**src/rtl/qfs_pkg.sv**
```systemverilog
package qfs_pkg;

    typedef enum logic [2:0] {
        ST_IDLE,
        ST_INSTR,
        ST_ADDR,
        ST_ALT,
        ST_DUMMY,
        ST_DATA,
        ST_GUARD
    } qfs_state_e;

    localparam logic [1:0] LN_NONE = 2'd0;
    localparam logic [1:0] LN_ONE  = 2'd1;
    localparam logic [1:0] LN_FOUR = 2'd2;

    function automatic logic ln_active(input logic [1:0] mode);
        return (mode == LN_ONE) || (mode == LN_FOUR);
    endfunction

endpackage

```
**src/rtl/qfs_sclk_gen.sv**
```systemverilog
module qfs_sclk_gen #(
    parameter int PRESC_W = 8
) (
    input  logic               clk,
    input  logic               rst_n,
    input  logic               en,
    input  logic [PRESC_W-1:0] presc,
    output logic               sclk,
    output logic               rise_tick,
    output logic               end_tick
);
    logic [PRESC_W-1:0] p_eff;
    logic [PRESC_W-1:0] cnt_q, cnt_d;
    logic [PRESC_W:0]   period, low_len;

    always_comb begin
        p_eff     = (presc == '0) ? PRESC_W'(1) : presc;
        period    = {1'b0, p_eff} + (PRESC_W+1)'(1);
        low_len   = period - (period >> 1);
        end_tick  = en && (cnt_q == p_eff);
        rise_tick = en && ({1'b0, cnt_q} == (low_len - (PRESC_W+1)'(1)));
        cnt_d     = (!en || end_tick) ? '0 : cnt_q + PRESC_W'(1);
    end

    always_ff @(posedge clk or negedge rst_n) begin
        if (!rst_n) begin
            cnt_q <= '0;
            sclk  <= 1'b0;
        end else begin
            cnt_q <= cnt_d;
            sclk  <= en && ({1'b0, cnt_d} >= low_len);
        end
    end

endmodule

```
**src/rtl/qfs_lane_io.sv**
```systemverilog
module qfs_lane_io (
    input  logic       drive_en,
    input  logic       quad,
    input  logic [3:0] sh_top,
    input  logic [7:0] rx_sh,
    input  logic [3:0] io_in,
    output logic [3:0] io_out,
    output logic [3:0] io_oe,
    output logic [7:0] rx_next
);
    always_comb begin
        if (!drive_en) begin
            io_out = 4'b0000;
            io_oe  = 4'b0000;
        end else if (quad) begin
            io_out = sh_top;
            io_oe  = 4'b1111;
        end else begin
            io_out = {3'b000, sh_top[3]};
            io_oe  = 4'b0001;
        end
        rx_next = quad ? {rx_sh[3:0], io_in} : {rx_sh[6:0], io_in[1]};
    end

endmodule

```
**src/rtl/qspi_frame_seq.sv**
```systemverilog
module qspi_frame_seq
    import qfs_pkg::*;
#(
    parameter int ADDR_W  = 24,
    parameter int DUMMY_W = 5,
    parameter int COUNT_W = 16,
    parameter int PRESC_W = 8
) (
    input  logic               clk,
    input  logic               rst_n,
    input  logic               cmd_valid,
    input  logic [7:0]         cmd_opcode,
    input  logic [1:0]         cmd_addr_mode,
    input  logic [ADDR_W-1:0]  cmd_addr,
    input  logic               cmd_alt_en,
    input  logic [7:0]         cmd_alt,
    input  logic [DUMMY_W-1:0] cmd_dummy,
    input  logic [1:0]         cmd_data_mode,
    input  logic               cmd_data_write,
    input  logic [COUNT_W-1:0] cmd_nbytes,
    input  logic [PRESC_W-1:0] cmd_presc,
    input  logic               tx_valid,
    input  logic [7:0]         tx_data,
    output logic               tx_ready,
    output logic               rx_valid,
    output logic [7:0]         rx_data,
    output logic               busy,
    output logic               sclk,
    output logic               cs_n,
    output logic [3:0]         io_out,
    output logic [3:0]         io_oe,
    input  logic [3:0]         io_in
);
    localparam int OP_W  = 8;
    localparam int PAD_W = ADDR_W - OP_W;
    localparam int CYC_W = (DUMMY_W > $clog2(ADDR_W)) ? DUMMY_W : $clog2(ADDR_W);

    qfs_state_e state_q, state_d;

    logic [ADDR_W-1:0]  sh_q, addr_q;
    logic [CYC_W-1:0]   cyc_q, byte_cyc, addr_cyc;
    logic [COUNT_W-1:0] bytes_q;
    logic [PRESC_W-1:0] presc_q, gcnt_q, p_eff;
    logic [DUMMY_W-1:0] dummy_q;
    logic [7:0]         alt_q, rx_sh_q, rx_next;
    logic [1:0]         amode_q, dmode_q;
    logic               alt_en_q, write_q, need_q;
    logic               rise_tick, end_tick, last_cyc;
    logic               clk_en, drive_en, quad;
    qfs_state_e         nx_instr, nx_addr, nx_alt, nx_dummy;

    // Phase skipping chain: each phase hands over to the next one present.
    always_comb begin
        p_eff    = (presc_q == '0) ? PRESC_W'(1) : presc_q;
        last_cyc = end_tick && (cyc_q == '0);
        byte_cyc = (dmode_q == LN_FOUR) ? CYC_W'(1) : CYC_W'(7);
        addr_cyc = (amode_q == LN_FOUR) ? CYC_W'(ADDR_W/4 - 1) : CYC_W'(ADDR_W - 1);
        nx_dummy = (ln_active(dmode_q) && bytes_q != '0) ? ST_DATA : ST_GUARD;
        nx_alt   = (dummy_q != '0) ? ST_DUMMY : nx_dummy;
        nx_addr  = alt_en_q ? ST_ALT : nx_alt;
        nx_instr = ln_active(amode_q) ? ST_ADDR : nx_addr;
    end

    always_comb begin
        state_d = state_q;
        unique case (state_q)
            ST_IDLE:  if (cmd_valid) state_d = ST_INSTR;
            ST_INSTR: if (last_cyc) state_d = nx_instr;
            ST_ADDR:  if (last_cyc) state_d = nx_addr;
            ST_ALT:   if (last_cyc) state_d = nx_alt;
            ST_DUMMY: if (last_cyc) state_d = nx_dummy;
            ST_DATA:  if (last_cyc && bytes_q == COUNT_W'(1)) state_d = ST_GUARD;
            ST_GUARD: if (gcnt_q == '0) state_d = ST_IDLE;
            default:  state_d = ST_IDLE;
        endcase
    end

    always_ff @(posedge clk or negedge rst_n) begin
        if (!rst_n) state_q <= ST_IDLE;
        else        state_q <= state_d;
    end

    // Outputs decoded from the current state.
    always_comb begin
        cs_n     = (state_q == ST_IDLE) || (state_q == ST_GUARD);
        busy     = (state_q != ST_IDLE);
        tx_ready = (state_q == ST_DATA) && need_q;
        clk_en   = !cs_n && !need_q;
        drive_en = 1'b0;
        quad     = 1'b0;
        unique case (state_q)
            ST_INSTR: drive_en = 1'b1;
            ST_ADDR:  begin drive_en = 1'b1; quad = (amode_q == LN_FOUR); end
            ST_ALT:   begin drive_en = 1'b1; quad = 1'b1; end
            ST_DATA:  begin drive_en = write_q; quad = (dmode_q == LN_FOUR); end
            default:  ;
        endcase
    end

    // Datapath: command capture, shifting, counters, receive assembly.
    always_ff @(posedge clk or negedge rst_n) begin
        if (!rst_n) begin
            sh_q <= '0; addr_q <= '0; alt_q <= '0; dummy_q <= '0;
            cyc_q <= '0; bytes_q <= '0; presc_q <= '0; gcnt_q <= '0;
            amode_q <= LN_NONE; dmode_q <= LN_NONE;
            alt_en_q <= 1'b0; write_q <= 1'b0; need_q <= 1'b0;
            rx_sh_q <= '0; rx_data <= '0; rx_valid <= 1'b0;
        end else begin
            rx_valid <= 1'b0;
            if (state_q == ST_IDLE && cmd_valid) begin
                sh_q     <= {cmd_opcode, {PAD_W{1'b0}}};
                cyc_q    <= CYC_W'(OP_W - 1);
                addr_q   <= cmd_addr;
                alt_q    <= cmd_alt;
                dummy_q  <= cmd_dummy;
                amode_q  <= cmd_addr_mode;
                dmode_q  <= cmd_data_mode;
                alt_en_q <= cmd_alt_en;
                write_q  <= cmd_data_write;
                bytes_q  <= cmd_nbytes;
                presc_q  <= cmd_presc;
                need_q   <= 1'b0;
            end else if (end_tick) begin
                if (cyc_q != '0) begin
                    cyc_q <= cyc_q - CYC_W'(1);
                    sh_q  <= quad ? {sh_q[ADDR_W-5:0], 4'b0000} : {sh_q[ADDR_W-2:0], 1'b0};
                end else begin
                    unique case (state_d)
                        ST_ADDR:  begin sh_q <= addr_q; cyc_q <= addr_cyc; end
                        ST_ALT:   begin sh_q <= {alt_q, {PAD_W{1'b0}}}; cyc_q <= CYC_W'(1); end
                        ST_DUMMY: cyc_q <= CYC_W'(dummy_q) - CYC_W'(1);
                        ST_DATA: begin
                            cyc_q  <= byte_cyc;
                            need_q <= write_q;
                            if (state_q == ST_DATA) bytes_q <= bytes_q - COUNT_W'(1);
                        end
                        ST_GUARD: gcnt_q <= p_eff;
                        default:  ;
                    endcase
                end
            end else if (tx_ready && tx_valid) begin
                sh_q   <= {tx_data, {PAD_W{1'b0}}};
                need_q <= 1'b0;
            end else if (state_q == ST_GUARD && gcnt_q != '0) begin
                gcnt_q <= gcnt_q - PRESC_W'(1);
            end

            if (state_q == ST_DATA && !write_q && rise_tick) begin
                rx_sh_q <= rx_next;
                if (cyc_q == '0) begin
                    rx_data  <= rx_next;
                    rx_valid <= 1'b1;
                end
            end
        end
    end

    qfs_sclk_gen #(.PRESC_W(PRESC_W)) u_sclk (
        .clk       (clk),
        .rst_n     (rst_n),
        .en        (clk_en),
        .presc     (presc_q),
        .sclk      (sclk),
        .rise_tick (rise_tick),
        .end_tick  (end_tick)
    );

    qfs_lane_io u_lanes (
        .drive_en (drive_en),
        .quad     (quad),
        .sh_top   (sh_q[ADDR_W-1 -: 4]),
        .rx_sh    (rx_sh_q),
        .io_in    (io_in),
        .io_out   (io_out),
        .io_oe    (io_oe),
        .rx_next  (rx_next)
    );

endmodule

```
**config.mk**
```make
export PLATFORM = sky130hd
export DESIGN_NAME = qspi_frame_seq
export DESIGN_NICKNAME = d
export VERILOG_FILES = /design/src/rtl/qfs_pkg.sv /design/src/rtl/qfs_sclk_gen.sv /design/src/rtl/qfs_lane_io.sv /design/src/rtl/qspi_frame_seq.sv
export SDC_FILE = /design/constraint.sdc
export NUM_CORES = 1
export LEC_CHECK = 0
export CORE_AREA = 2 2 186 115
export DETAILED_ROUTE_END_ITERATION = 8
export DIE_AREA = 0 0 188 117
export DONT_BUFFER_PORTS = 1
export HOLD_SLACK_MARGIN = 0.02
export PLACE_DENSITY = 0.65
export SETUP_SLACK_MARGIN = 0.2
export SLEW_MARGIN = 40
export SYNTH_ARGS = -nofsm -noshare
export SYNTH_HDL_FRONTEND = slang
export SYNTH_SLANG_ARGS = --single-unit
```
**constraint.sdc**
```tcl
create_clock -name clk -period 6.95 [get_ports clk]
set_clock_uncertainty 0.2 [all_clocks]
set_input_delay 1.39 -clock clk [delete_from_list [all_inputs] [get_ports clk]]
set_output_delay 1.39 -clock clk [all_outputs]
set_load 0.02 [all_outputs]
```
==> summary.txt <==
Critical path
  • Endpoint of the worst register-to-register path: rx_data[4]$_DFFE_PN0P_
  • Critical path endpoint category: flop
  • Crit Path Max Fanout: 13
  • Kind of start point of the critical path: flop
  • Reg2Reg Depth: 15
  • Critical path cell sequence: nor4_1 -> a21oi_1 -> inv_1 -> ha_1 -> inv_1 -> fa_1 -> a211oi_1 -> nor2_1 -> xnor2_1 -> nor2_1 -> xnor2_1 -> or3_1 -> a221o_1 -> nor3_4 -> mux2_2
  • Data arrival time of the critical path: 5.15 ns
  • Critical Path Slowest Stage Cell: dfrtp_1
  • Delay of the slowest critical-path stage: 0.64 ns
  • Endpoint required time on the critical path: 7.05 ns
  • Count of buffer and inverter cells on the critical path: 2
  • R2r startpoint: presc_q[1]$_DFFE_PN0P_
  • Setup slack of the most critical reg-to-reg path: 1.90 ns
  • Class of the most critical setup path: flop to flop
  • Kind of cell with the highest combined delay on the critical path: compound AO/OA/AOI/OAI gates

Synth
  • Xor-xnor portion of the synthesized cell area: 0.05796
  • Post-synthesis adder-cell area fraction: 0.04021
  • Yosys reg bits: 133
  • Post-synth net total: 1,064
  • Synth async-reset ratio: 1.000
  • Flip-flop cell with the highest count after synthesis: dfrtp_1
  • Combinational family with the most area after synthesis: simple AND/OR/NAND/NOR gates
  • Yosys warning total: 0
  • Yosys top cell area share: 0.4178
  • Top cells by area, synth: dfrtp_1, nand2_1, a21oi_1
  • Portion of the post-synthesis area used by sequential elements: 0.4178
  • Per-instance average area after synthesis: 8.402 um2
  • Post-synth EDFFs: 0
  • Multiplexer share of the synthesized area: 0.04917
  • Cell taking the most area after synthesis: dfrtp_1
  • Synth Area in Simple Gates: 0.2334
  • Synth unique cells: 73
  • Cell count after synthesis: 948
  • Share of the synthesized area in compound gates (AO/OA/AOI/OAI): 0.1541
  • Summed instance area of the synthesized netlist: 7965 um2

Die
  • Vertical die dimension: 117 um
  • Number of top-level design ports: 112
  • Die area: 22,000 um2
  • Die outline width: 188 um
  • Placeable core region: 20,470 um2
  • Std cell rows: 41
  • Initial core utilization: 0.3891

GRT
  • Pin count of the biggest net entering global routing: 134
  • First-pass GRT wire length: 33,360 um
  • Initial antenna violation count: 0
  • Vias in the first global route: 6,087
  • Global-route total usage across every layer: 0.1955
  • Overflow after GRT: 0

Routing
  • Pre-Repair DR Iteration Count: 5
  • DRC violation total after the first TritonRoute iteration: 623
  • Via count: 6,560
  • Antenna-violating nets left: 0
  • Detailed-route vias per instance: 5.417
  • Average routed wire per standard cell: 17.09 um
  • Total length of routed wires: 20,690 um
  • Post-route DRC: 0

Timing
  • Worst hold margin: 0.2702 ns
  • Final Critical Period: 5.046 ns
  • Slew headroom: 0.4611
  • Final Hold Violating Endpoints: 0
  • Aggregate negative setup slack: 0 ns
  • Max-slew violation count: 0
  • Fin worst setup slack: 1.904 ns
  • Period utilization: 0.7261
  • Final setup violation count: 0
  • Worst Tran Pin Value: 0.8012 ns
  • RSZ-0062 raised after global routing: false
  • Peak clock frequency supported by timing: 0.1982 GHz

Pwr
  • Total power: 1.710 mW
  • Ratio of total power to cell area: 195.3 nW/um2
  • IR Drop Worst-Case VDD: 0.1736 mV
  • Static Leakage: 3.938 nW

Place
  • Last weighted congestion value of the routability-driven placer: 0.8564
  • PortBufs: 0
  • Worst setup slack after placement: 1.908 ns
  • Post-place instance area: 8153 um2
  • Dpl hpwl: 14,370 um

Clock tree
  • Root buffer cell: clkbuf_16
  • Quantity of gates resized following cts: 0
  • Worst-path clk slew: 0.06 ns
  • TritonCTS clock tree: built
  • Clk_lat worst skew: 0.43 ns
  • Sinks on Clock Net: 133
  • Longest Clk Path Bufs: 2
  • Count of hold-fix buffers inserted at cts: 0
  • Number of levels in the clock H-tree: 4
  • Number of clock buffers inserted by TritonCTS: 17
  • Post-CTS Setup Bufs: 0

Worst hold path
  • Hold Path Cell Cnt: 2
  • Type of the worst min-delay path: flop to flop
  • Worst hold endpoint: alt_q[6]$_DFFE_PN0P_
  • Worst hold start: alt_q[6]$_DFFE_PN0P_

Job
  • Max-capacitance violation count: 0

Finish
  • Layout overhead on the synthesized area: 9.943%
  • Diodes inserted: 0
  • Cell area after layout: 8757 um2
  • Nets: 1,036
  • Share of post-route cells with drive strength above 1: 0.09013

Run status
  • Status: finished clean
[worst min-delay path: stages (launching register included)]
cell	delay, ns
dfrtp_1	0.34
nand2_1	0.05
nand2_1	0.05
[area by class of cell]
type                    instances  area (um2)
flip-flops and latches        133        3328
inverters                      33       123.9
clock inverters                11       150.1
fillers                      2018       11710
repair buffers                 10       78.83
multi-input cells             725        4280
clock buffers                  20       446.7
well taps                     279       349.1
[stage by stage]
step                  util  instances
CTS                 0.4275       1211
global placement    0.3983       1180
detailed placement  0.3983       1180
finish              0.4278       1211
floorplan                -        948
global route        0.4278       1211
[report_power, final]
group	total (mW)	internal (mW)	leakage [nW]	switching [mW]
clock	0.930	0.573	0.275	0.357
sequential	0.774	0.774	1.73	0
combinational	0.00563	0.00279	1.93	0.00284
[routing by layer]
| metal | track usage | share of wire |
|---|---|---|
| met5 | 0 | 0 |
| met3 | 0.05993 | 0.083 |
| met4 | 0.05092 | 0.0090 |
| met1 | 0.3014 | 0.52 |
| met2 | 0.2593 | 0.39 |
[registers in the layout (all words and copies together), names as in the netlist, 2 cells and up]
register / flops
gcnt_q: 8
presc_q: 8
bytes_q: 16
rx_sh_q: 7
amode_q: 2
state_q: 3
alt_q: 8
dmode_q: 2
rx_data: 8
dummy_q: 5
u_sclk.cnt_q: 8
cyc_q: 5
sh_q: 24
addr_q: 24
[cells by family (layout without fill, tap and decap cells)]
logic type,Yosys count,after routing
AOI/OAI and AO/OA,199,199
xor gates and xnor gates,51,51
adders and majority gates,25,25
buffers and inverters,90,74
DFF,133,133
muxes,36,36
and+or+nand+nor,414,414
[placed cells by master, fill, tap and decap left out, types with 17 or more instances in the layout]
cell / instances
o21ai_0: 45
dfrtp_1: 133
nor2_1: 68
a21oi_1: 87
xnor2_1: 31
inv_1: 33
nand2_1: 230
ha_1: 24
nor3_1: 26
nand3_1: 21
xor2_1: 18
clkbuf_16: 17
mux2_2: 25
[Yosys cell counts, types with 6 or more instances]
library cell / number
nand2_1: 231
dfrtp_1: 133
a21oi_1: 88
nor2_1: 68
o21ai_0: 45
clkbuf_1: 39
inv_1: 33
xnor2_1: 31
nor3_1: 26
mux2_2: 25
ha_1: 24
nand3_1: 21
xor2_1: 18
mux2i_1: 11
a21o_1: 10
and2_1: 8
and3_1: 8
buf_4: 8
a22o_1: 7
nor4_1: 7
buf_2: 6
or3_1: 6
[worst max-delay path by stage]
stage                                         to                   start  cells past startpoint  slack, ns
after floorplan           rx_data[0]$_DFFE_PN0P_  presc_q[7]$_DFFE_PN0P_                     16       2.50
after global placement    rx_data[2]$_DFFE_PN0P_  presc_q[5]$_DFFE_PN0P_                     15       2.03
after detailed placement  rx_data[4]$_DFFE_PN0P_  presc_q[5]$_DFFE_PN0P_                     15       1.91
after CTS                 rx_data[4]$_DFFE_PN0P_  presc_q[5]$_DFFE_PN0P_                     15       1.88
after global routing      rx_data[4]$_DFFE_PN0P_  presc_q[6]$_DFFE_PN0P_                     15       1.48
final                     rx_data[4]$_DFFE_PN0P_  presc_q[1]$_DFFE_PN0P_                     15       1.90
Note: power is estimated with default switching activity, not from simulation.
